--- config.mk ---
export PLATFORM = sky130hd
export DESIGN_NAME = pwm_evt_prescaler
export DESIGN_NICKNAME = d
export VERILOG_FILES = /design/src/rtl/evtrig_pkg.sv /design/src/rtl/evtrig_ctrl.sv /design/src/rtl/evtrig_dp.sv /design/src/rtl/pwm_evt_prescaler.sv
export SDC_FILE = /design/constraint.sdc
export NUM_CORES = 1
export LEC_CHECK = 0
export BUFFER_PORTS_ARGS = -buffer_cell sky130_fd_sc_hd__buf_4
export CELL_PAD_IN_SITES_DETAIL_PLACEMENT = 1
export CELL_PAD_IN_SITES_GLOBAL_PLACEMENT = 1
export CORE_UTILIZATION = 45
export DETAILED_ROUTE_END_ITERATION = 12
export PLACE_DENSITY = 0.89
export SYNTH_ARGS = -nofsm -noshare
export SYNTH_HDL_FRONTEND = slang
export SYNTH_SLANG_ARGS = --single-unit
--- constraint.sdc ---
create_clock -name clk -period 2.5 [get_ports clk]
set_input_delay 0.375 -clock clk [delete_from_list [all_inputs] [get_ports clk]]
set_output_delay 0.375 -clock clk [all_outputs]
set_load 0.05 [all_outputs]
--- src/rtl/evtrig_pkg.sv ---
package evtrig_pkg;
  localparam int NCH  = 3;
  localparam int SELW = 4;

  typedef enum logic [SELW-1:0] {
    SRC_NONE    = 4'd0,
    SRC_ZERO    = 4'd1,
    SRC_PRD     = 4'd2,
    SRC_ZERO_PRD= 4'd3,
    SRC_CA_UP   = 4'd4,
    SRC_CA_DN   = 4'd5,
    SRC_CB_UP   = 4'd6,
    SRC_CB_DN   = 4'd7,
    SRC_CC_UP   = 4'd8,
    SRC_CC_DN   = 4'd9,
    SRC_CD_UP   = 4'd10,
    SRC_CD_DN   = 4'd11,
    SRC_DC      = 4'd12
  } srcSel_e;

  typedef struct packed {
    logic [NCH-1:0] hit;
    logic [NCH-1:0] load;
    logic [NCH-1:0] flagClr;
  } dpStrobe_t;
endpackage

--- src/rtl/evtrig_ctrl.sv ---
module evtrig_ctrl
  import evtrig_pkg::*;
#(
  parameter int CNT_W = 4,
  parameter int DW    = 12,
  parameter int AW    = 3
) (
  input  logic                      clk,
  input  logic                      rstN,
  input  logic                      evZero,
  input  logic                      evPrd,
  input  logic [3:0]                cmpUp,
  input  logic [3:0]                cmpDn,
  input  logic [NCH-2:0]            dcSoc,
  input  logic                      syncIn,
  input  logic                      wrEn,
  input  logic [AW-1:0]             wrAddr,
  input  logic [DW-1:0]             wrData,
  input  logic [AW-1:0]             rdAddr,
  output logic [DW-1:0]             rdData,
  input  logic [NCH-1:0][CNT_W-1:0] cnt,
  input  logic [NCH-1:0]            flag,
  output logic [NCH-1:0][CNT_W-1:0] prd,
  output logic [NCH-1:0][CNT_W-1:0] init,
  output dpStrobe_t                 st
);
  localparam logic [AW-1:0] A_SEL  = AW'(0);
  localparam logic [AW-1:0] A_PRD  = AW'(1);
  localparam logic [AW-1:0] A_INIT = AW'(2);
  localparam logic [AW-1:0] A_CTL  = AW'(3);
  localparam logic [AW-1:0] A_SYNC = AW'(4);
  localparam logic [AW-1:0] A_CNT  = AW'(5);
  localparam int CLR_LSB = 0;
  localparam int FRC_LSB = 4;
  localparam int INI_LSB = 8;

  logic [NCH-1:0][SELW-1:0] selReg;
  logic [NCH-1:0]           syncEn;
  logic [NCH-1:0]           hitV, loadV, clrV;
  logic                     wrCtl;

  assign wrCtl = wrEn && (wrAddr == A_CTL);

  always_ff @(posedge clk or negedge rstN) begin
    if (!rstN) begin
      selReg <= '0;
      prd    <= '0;
      init   <= '0;
      syncEn <= '0;
    end else if (wrEn) begin
      for (int c = 0; c < NCH; c++) begin
        if (wrAddr == A_SEL)  selReg[c] <= wrData[c*SELW +: SELW];
        if (wrAddr == A_PRD)  prd[c]    <= wrData[c*CNT_W +: CNT_W];
        if (wrAddr == A_INIT) init[c]   <= wrData[c*CNT_W +: CNT_W];
        if (wrAddr == A_SYNC) syncEn[c] <= wrData[c];
      end
    end
  end

  for (genvar ch = 0; ch < NCH; ch++) begin : g_src
    logic dcEv, srcEv;
    if (ch == 0) begin : g_nodc
      assign dcEv = 1'b0;
    end else begin : g_dc
      assign dcEv = dcSoc[ch-1];
    end
    always_comb begin
      case (srcSel_e'(selReg[ch]))
        SRC_ZERO:     srcEv = evZero;
        SRC_PRD:      srcEv = evPrd;
        SRC_ZERO_PRD: srcEv = evZero | evPrd;
        SRC_CA_UP:    srcEv = cmpUp[0];
        SRC_CA_DN:    srcEv = cmpDn[0];
        SRC_CB_UP:    srcEv = cmpUp[1];
        SRC_CB_DN:    srcEv = cmpDn[1];
        SRC_CC_UP:    srcEv = cmpUp[2];
        SRC_CC_DN:    srcEv = cmpDn[2];
        SRC_CD_UP:    srcEv = cmpUp[3];
        SRC_CD_DN:    srcEv = cmpDn[3];
        SRC_DC:       srcEv = dcEv;
        default:      srcEv = 1'b0;
      endcase
    end
    assign hitV[ch]  = srcEv | (wrCtl & wrData[FRC_LSB+ch]);
    assign loadV[ch] = (syncIn & syncEn[ch]) | (wrCtl & wrData[INI_LSB+ch]);
    assign clrV[ch]  = wrCtl & wrData[CLR_LSB+ch];
  end

  assign st = '{hit: hitV, load: loadV, flagClr: clrV};

  always_comb begin
    rdData = '0;
    for (int c = 0; c < NCH; c++) begin
      case (rdAddr)
        A_SEL:   rdData[c*SELW +: SELW]   = selReg[c];
        A_PRD:   rdData[c*CNT_W +: CNT_W] = prd[c];
        A_INIT:  rdData[c*CNT_W +: CNT_W] = init[c];
        A_CTL:   rdData[c]                = flag[c];
        A_SYNC:  rdData[c]                = syncEn[c];
        A_CNT:   rdData[c*CNT_W +: CNT_W] = cnt[c];
        default: ;
      endcase
    end
  end

  // a software clear reaches the datapath only through a write to the control address
  AST_CLR_NEEDS_WRITE: assert property (@(posedge clk) disable iff (!rstN)
    (|st.flagClr) |-> (wrEn && wrAddr == A_CTL));
endmodule

--- src/rtl/evtrig_dp.sv ---
module evtrig_dp
  import evtrig_pkg::*;
#(
  parameter int CNT_W = 4
) (
  input  logic                      clk,
  input  logic                      rstN,
  input  dpStrobe_t                 st,
  input  logic [NCH-1:0][CNT_W-1:0] prd,
  input  logic [NCH-1:0][CNT_W-1:0] init,
  output logic [NCH-1:0][CNT_W-1:0] cnt,
  output logic [NCH-1:0]            flag,
  output logic [NCH-1:0]            pulse
);
  localparam logic [CNT_W-1:0] CNT_MAX = {CNT_W{1'b1}};

  for (genvar ch = 0; ch < NCH; ch++) begin : g_ch
    logic [CNT_W-1:0] nxt;
    logic             fire, enabled, emit;

    assign enabled = (prd[ch] != '0);
    assign nxt     = (cnt[ch] == CNT_MAX) ? CNT_MAX : cnt[ch] + 1'b1;
    assign fire    = enabled && st.hit[ch] && !st.load[ch] && (nxt == prd[ch]);

    if (ch == 0) begin : g_gated
      assign emit = fire & ~flag[ch];
    end else begin : g_free
      assign emit = fire;
    end

    always_ff @(posedge clk or negedge rstN) begin
      if (!rstN) begin
        cnt[ch]   <= '0;
        flag[ch]  <= 1'b0;
        pulse[ch] <= 1'b0;
      end else begin
        pulse[ch] <= emit;
        if (fire)                flag[ch] <= 1'b1;
        else if (st.flagClr[ch]) flag[ch] <= 1'b0;
        if (!enabled)            cnt[ch] <= '0;
        else if (st.load[ch])    cnt[ch] <= init[ch];
        else if (fire)           cnt[ch] <= '0;
        else if (st.hit[ch])     cnt[ch] <= nxt;
      end
    end

    AST_PRD_ZERO_HOLDS: assert property (@(posedge clk) disable iff (!rstN)
      (prd[ch] == '0) |=> (cnt[ch] == '0));
    AST_PULSE_SETS_FLAG: assert property (@(posedge clk) disable iff (!rstN)
      pulse[ch] |-> flag[ch]);
    AST_PULSE_CLEARS_CNT: assert property (@(posedge clk) disable iff (!rstN)
      pulse[ch] |-> (cnt[ch] == '0));
    AST_SATURATE: assert property (@(posedge clk) disable iff (!rstN)
      (cnt[ch] == CNT_MAX && !st.load[ch] && enabled && prd[ch] != CNT_MAX)
        |=> (cnt[ch] == CNT_MAX));
    AST_LOAD_VALUE: assert property (@(posedge clk) disable iff (!rstN)
      (st.load[ch] && enabled) |=> (cnt[ch] == $past(init[ch])));
    if (ch == 0) begin : g_intchk
      AST_INT_SINGLE: assert property (@(posedge clk) disable iff (!rstN)
        pulse[ch] |=> !pulse[ch]);
    end
  end
endmodule

--- src/rtl/pwm_evt_prescaler.sv ---
module pwm_evt_prescaler
  import evtrig_pkg::*;
#(
  parameter int CNT_W = 4,
  parameter int DW    = 12,
  parameter int AW    = 3
) (
  input  logic          clk,
  input  logic          rstN,
  input  logic          evZero,
  input  logic          evPrd,
  input  logic [3:0]    cmpUp,
  input  logic [3:0]    cmpDn,
  input  logic [1:0]    dcSoc,
  input  logic          syncIn,
  input  logic          wrEn,
  input  logic [AW-1:0] wrAddr,
  input  logic [DW-1:0] wrData,
  input  logic [AW-1:0] rdAddr,
  output logic [DW-1:0] rdData,
  output logic          intOut,
  output logic          socAOut,
  output logic          socBOut
);
  dpStrobe_t                 st;
  logic [NCH-1:0][CNT_W-1:0] cnt, prd, init;
  logic [NCH-1:0]            flag, pulse;

  evtrig_ctrl #(.CNT_W(CNT_W), .DW(DW), .AW(AW)) u_ctrl (
    .clk(clk), .rstN(rstN), .evZero(evZero), .evPrd(evPrd),
    .cmpUp(cmpUp), .cmpDn(cmpDn), .dcSoc(dcSoc), .syncIn(syncIn),
    .wrEn(wrEn), .wrAddr(wrAddr), .wrData(wrData),
    .rdAddr(rdAddr), .rdData(rdData),
    .cnt(cnt), .flag(flag), .prd(prd), .init(init), .st(st)
  );

  evtrig_dp #(.CNT_W(CNT_W)) u_dp (
    .clk(clk), .rstN(rstN), .st(st), .prd(prd), .init(init),
    .cnt(cnt), .flag(flag), .pulse(pulse)
  );

  assign intOut  = pulse[0];
  assign socAOut = pulse[1];
  assign socBOut = pulse[2];
endmodule

# [Word level (Yosys, flattened, before mapping)]
# Cells that the tools add are included.
[classes] addsub=3 n_mux=30 n_reduce_logical=25 n_bitwise=21 n_eq_ne=53
[op_table] operator="4-bit == test (second input constant)" n=17
[op_table] operator="4-bit two-way mux" n=15
[op_table] operator="4-bit by 3-bit == test with 1-bit output (second input constant)" n=12
[op_table] operator="4-bit one-hot mux with 4 select lines" n=2
[op_table] operator="4-bit by 2-bit == test with 1-bit output (second input constant)" n=6
[op_table] operator="1-bit one-hot mux with 12 select lines" n=2
[op_table] operator="1-bit bitwise AND" n=13
[op_table] operator="4-bit by 1-bit adder with 4-bit output (second input constant)" n=3
[op_table] operator="3-bit by 2-bit == test with 1-bit output (second input constant)" n=4
[op_table] operator="4-bit by 1-bit == test with 1-bit output (second input constant)" n=3
[op_table] operator="4-bit == test" n=3
[op_table] operator="3-bit one-hot mux with 4 select lines" n=1
[op_table] operator="4-bit nonzero test" n=3
[op_table] operator="1-bit one-hot mux with 11 select lines" n=1
[op_table] operator="1-bit logical AND" n=10
[op_table] operator="3-bit == test (second input constant)" n=3
[op_table] operator="4-bit by 2-bit != test with 1-bit output (second input constant)" n=2
[op_table] operator="2-bit AND reduction" n=4
[op_table] operator="1-bit bitwise OR" n=7
[op_table] operator="3-bit by 1-bit == test with 1-bit output (second input constant)" n=2
[op_table] operator="3-bit logical NOT" n=2
[op_table] operator="1-bit two-way mux" n=6
[op_table] operator="1-bit one-hot mux with 6 select lines" n=1
[op_table] operator="2-bit nonzero test" n=3
[op_table] operator="4 further kinds" n=7
[word_totals] ff_bits=57 output_inout_bits=15 elab_cells=151

# [Longest topological paths before layout]
[logic_depth] depth_word=10 ltp_mapped=7 ltp_nobuf=7

# [Hierarchy]
# From an unflattened synthesis, not the netlist that was laid out.
[unflattened] hier_cells=351 hier_area_um2=3579.7
[modules_own_cells] module="evtrig_ctrl" cells_per_inst=203 instances=1 area_each_um2=2264.7
[modules_own_cells] module="evtrig_dp" cells_per_inst=148 instances=1 area_each_um2=1315.0

# [Worst setup path after synthesis]
# Ideal clock, no wire load.
[synth_path] kind="input to output" startpoint="input rdAddr[2]" endpoint="output rdData[3]" setup_slack_ns=-0.087 arrival_time_ns=2.212 required_time_ns=2.125 path_stages=5 path_buffers=2 path_cell_list="clkbuf_1 -> and2_1 -> clkbuf_1 -> a21oi_1 -> o21ai_0"
[synth_via] elab_chain_cells=2
[synth_lines] item="start: declaration" line_no="pwm_evt_prescaler.sv:19" text="input logic [AW-1:0] rdAddr,"
[synth_lines] item="3-bit == test, or another cell as far along" line_no="evtrig_ctrl.sv:94" text="case (rdAddr)"
[synth_lines] item="3-bit one-hot mux with 4 select lines (*)" line_no="evtrig_ctrl.sv:94"
[synth_lines] item="end: declaration" line_no="pwm_evt_prescaler.sv:20" text="output logic [DW-1:0] rdData,"
# Mark *: on every way between the ends. The rest lies on a longest branch, timed or not.

# [Final worst setup path]
[layout_path] startpoint="register u_dp.cnt[8] (netlist name)" endpoint="register u_dp.cnt[11] (netlist name)"
[layout_via] elab_chain_cells=7
[layout_lines] item="start: declaration" line_no="evtrig_dp.sv:11" text="output logic [NCH-1:0][CNT_W-1:0] cnt,"
[layout_lines] item="start signal: indexed assignment" line_no="evtrig_dp.sv:41" text="else if (st.load[ch]) cnt[ch] <= init[ch];"
[layout_lines] item="start signal: indexed assignment" line_no="evtrig_dp.sv:43" text="else if (st.hit[ch]) cnt[ch] <= nxt;"
[layout_lines] item="4-bit by 1-bit adder with 4-bit output / 4-bit == test (equally long branches)" line_no="evtrig_dp.sv:22" text="assign nxt = (cnt[ch] == CNT_MAX) ? CNT_MAX : cnt[ch] + 1'b1;"
[layout_lines] item="4-bit two-way mux (*)" line_no="evtrig_dp.sv:22"
[layout_lines] item="4-bit == test" line_no="evtrig_dp.sv:23" text="assign fire = enabled && st.hit[ch] && !st.load[ch] && (nxt == prd[ch]);"
[layout_lines] item="1-bit logical AND" line_no="evtrig_dp.sv:23"
[layout_lines] item="4-bit two-way mux" line_no="evtrig_dp.sv:42" text="else if (fire) cnt[ch] <= '0;"
[layout_lines] item="4-bit two-way mux" line_no="evtrig_dp.sv:41"
[layout_lines] item="4-bit two-way mux" line_no="evtrig_dp.sv:40" text="if (!enabled) cnt[ch] <= '0;"
# Mark *: on every way between the ends. The rest lies on a longest branch, timed or not. The select of a mux whose other input is x is not followed.
# A chain may end at the register's enable or synchronous reset.

==> flow_summary.ini <==
[outcome]
outcome = finished, final reports clean

[sta]
skew_ns = 0.00872
setup_viol = 0
slew_violations = 0
whs_ns = 0.0901
rsz0062_at_grt = false
finalHoldViolations = 0
fin_setup_tns_ns = 0
period_share_pct = 94.5
worst_pin_slew_ns = 0.735
fmax_ghz = 0.423
period_needed_ns = 2.36
relSlewSlack_pct = 51.0

[global_routing]
grt.total_usage_pct = 29.5
grt_max_degree = 58
grt_pass1_vias = 3525
antenna_found_initial = 0
overflow = 0
grt_pass1_wl_um = 18900

[route]
viasPerCell = 6.34
antenna_left = 0
drc = 0
first_pass_iters = 5
drt_iter0_drc = 231
routed_wl_um = 11700
wire_per_inst_um = 22.4
via_count = 3304

[die]
die_area_um2 = 8420
core_area_um2 = 7770
initial_utilization_pct = 46.7
top_level_ports = 49
rows = 32
die_h_um = 91.8
die_w_um = 91.8

[setup_path]
cp-end-kind = register
cp.arrival_ns = 2.59
timing.critical_path.from_type = register
crit_type = register to register
worstPathRequired_ns = 2.73
worstPathMaxFanout = 7

[logic_synthesis]
syn_avg_cell_area_um2 = 9.85
synth.net_count = 405
synth_edf_count = 0
async_reset_ff_share_pct = 100
yosysTopAreaCell = dfrtp_1
ys_seq_area_share_pct = 39.3
yosysWarningCount = 0
synth.ff_latch_count = 57
synth_ff_type = dfrtp_1
syn_inst = 368
yosysTopAreaCellShare_pct = 39.3
synth_area_leaders = dfrtp_1 (39%), mux2_2 (12%), mux2i_1 (4.4%), nand2_1 (3.8%), o21ai_0 (3.2%)
syn-cell-area_um2 = 3630
synth.distinct_cells = 55

[power_and_ir_drop]
power.density_nw_per_um2 = 951
peakVddDrop_uv = 400
p_leak_nw = 1.83

[clock_network]
postCtsHoldBufs = 0
cts_setup_buffers = 0
cts_max_level = 3
root_buffer = clkbuf_8
clock_sinks = 57
cts.path.max_buffers = 2
clk_latency_ns = 0.35
cts_resized = 0
numCtsBuffers = 9
path_clk_slew_ns = 0.07
cts_tree = yes

[job]
drv_cap = 0

[final_layout]
drive_gt1_share_pct = 29.6
areaGrowthSynthToFinish_pct = 18.6
nets = 451
diodes = 0

[place]
globalplace.congestion = 0.887
dp_hpwl_um = 8130
port-buffer-count = 48

[worst_hold_path]
hold_path_class = input port to asynchronous set/reset pin
placed cells by master (no fill, tap or decap), drive strengths merged, types with 4 or more instances in the layout:
cell type,count
nand2,37
nor2,21
nand3b,7
a32oi,4
o221ai,5
o31ai,7
dfrtp,57
o21ai,25
nor3b,6
a21oi,16
clkinv,4
a22oi,9
a31oi,4
a21o,4
xnor2,6
nor4,5
a32o,4
nand3,8
inv,11
mux2,39
clkbuf,11
and2,5
nand2b,7
o22ai,4
mux2i,16
nor2b,4
buf,54
logic make-up (layout without fill, tap and decap cells):
group | after synthesis | after routing | share of synthesized area [%]
compound gates | 99 | 99 | 19.8
xor+xnor | 9 | 9 | 2.17
fa+ha+maj | 3 | 3 | 1.04
buf+inv | 30 | 81 | 3.35
flops | 57 | 57 | 39.3
mux | 58 | 58 | 18.4
simple gates | 112 | 112 | 15.9
layout make-up:
type	instances	area [um2]
multi-input combinational	281	2090
timing repair buffer	54	405
tap	102	128
sequential	57	1430
inverter	11	41.3
fill	903	3470
clock inverter	5	53.8
clock buffer	11	151
per-layer routing:
layer / global-route usage [%] / share of wire [%]
met1: 37.7 / 43
met2: 49.9 / 50
met3: 6.30 / 4.7
met4: 9.24 / 1.9
met5: 0 / 0
worst max-delay path, cell delays in order, from the launching register on:
cell       delay (ns)
dfrtp_1          0.44
ha_1             0.32
and3_1           0.26
nor2b_1          0.24
xnor2_1          0.16
a2111oi_4        0.43
o31ai_1          0.12
a32o_2           0.29
final timing paths:
path                         startpoint          endpoint  slack [ns]  cells past startpoint
min in group clk              wrData[7]  u_ctrl.selReg[7]        0.27                      2
min reg2reg                u_dp.flag[1]      u_dp.flag[1]        0.49                      1
max in group asynchronous          rstN      u_dp.cnt[10]        1.93                      1
min                                rstN    u_ctrl.init[6]        0.09                      1
max                         u_dp.cnt[8]      u_dp.cnt[11]        0.14                      7
max reg2reg                 u_dp.cnt[8]      u_dp.cnt[11]        0.14                      7
report_power, final:
part           total [mW]  internal [mW]  switching, mW
sequential           1.60           1.17          0.428
combinational        1.58          0.711          0.866
clock               0.913          0.511          0.402
cell usage after synthesis (5+ instances only):
cell      number
a21oi_1       16
a22oi_1        9
and2_1         5
clkbuf_1      17
dfrtp_1       57
inv_1         10
mux2_2        38
mux2i_1       16
nand2_1       37
nand2b_1       7
nand3_1        8
nand3b_1       7
nor2_1        21
nor3b_1        6
nor4_1         5
o21ai_0       23
o221ai_1       5
o31ai_1        7
xnor2_1        6
sequential cells by signal, indices dropped and copies added (netlist names):
signal and count:
u_ctrl.init 12, u_ctrl.prd 12, u_ctrl.selReg 12, u_ctrl.syncEn 3
u_dp.cnt 12, u_dp.flag 3, u_dp.pulse 3
through the flow:
stage | utilization [%] | total power, mW | setup slack (ns) | cells | cell area, um2
after floorplan | - | 2.64 | 0.221 | 368 | 3630
after global placement | 52.7 | 3.02 | 0.395 | 505 | 4090
after detailed placement | 52.7 | 3.14 | 0.242 | 505 | 4090
after CTS | 55.3 | 4.07 | 0.163 | 521 | 4300
after global routing | 55.3 | 4.31 | 0.0106 | 521 | 4300
final | 55.3 | 4.09 | 0.138 | 521 | 4300
Note: power is estimated with default switching activity, not from simulation.
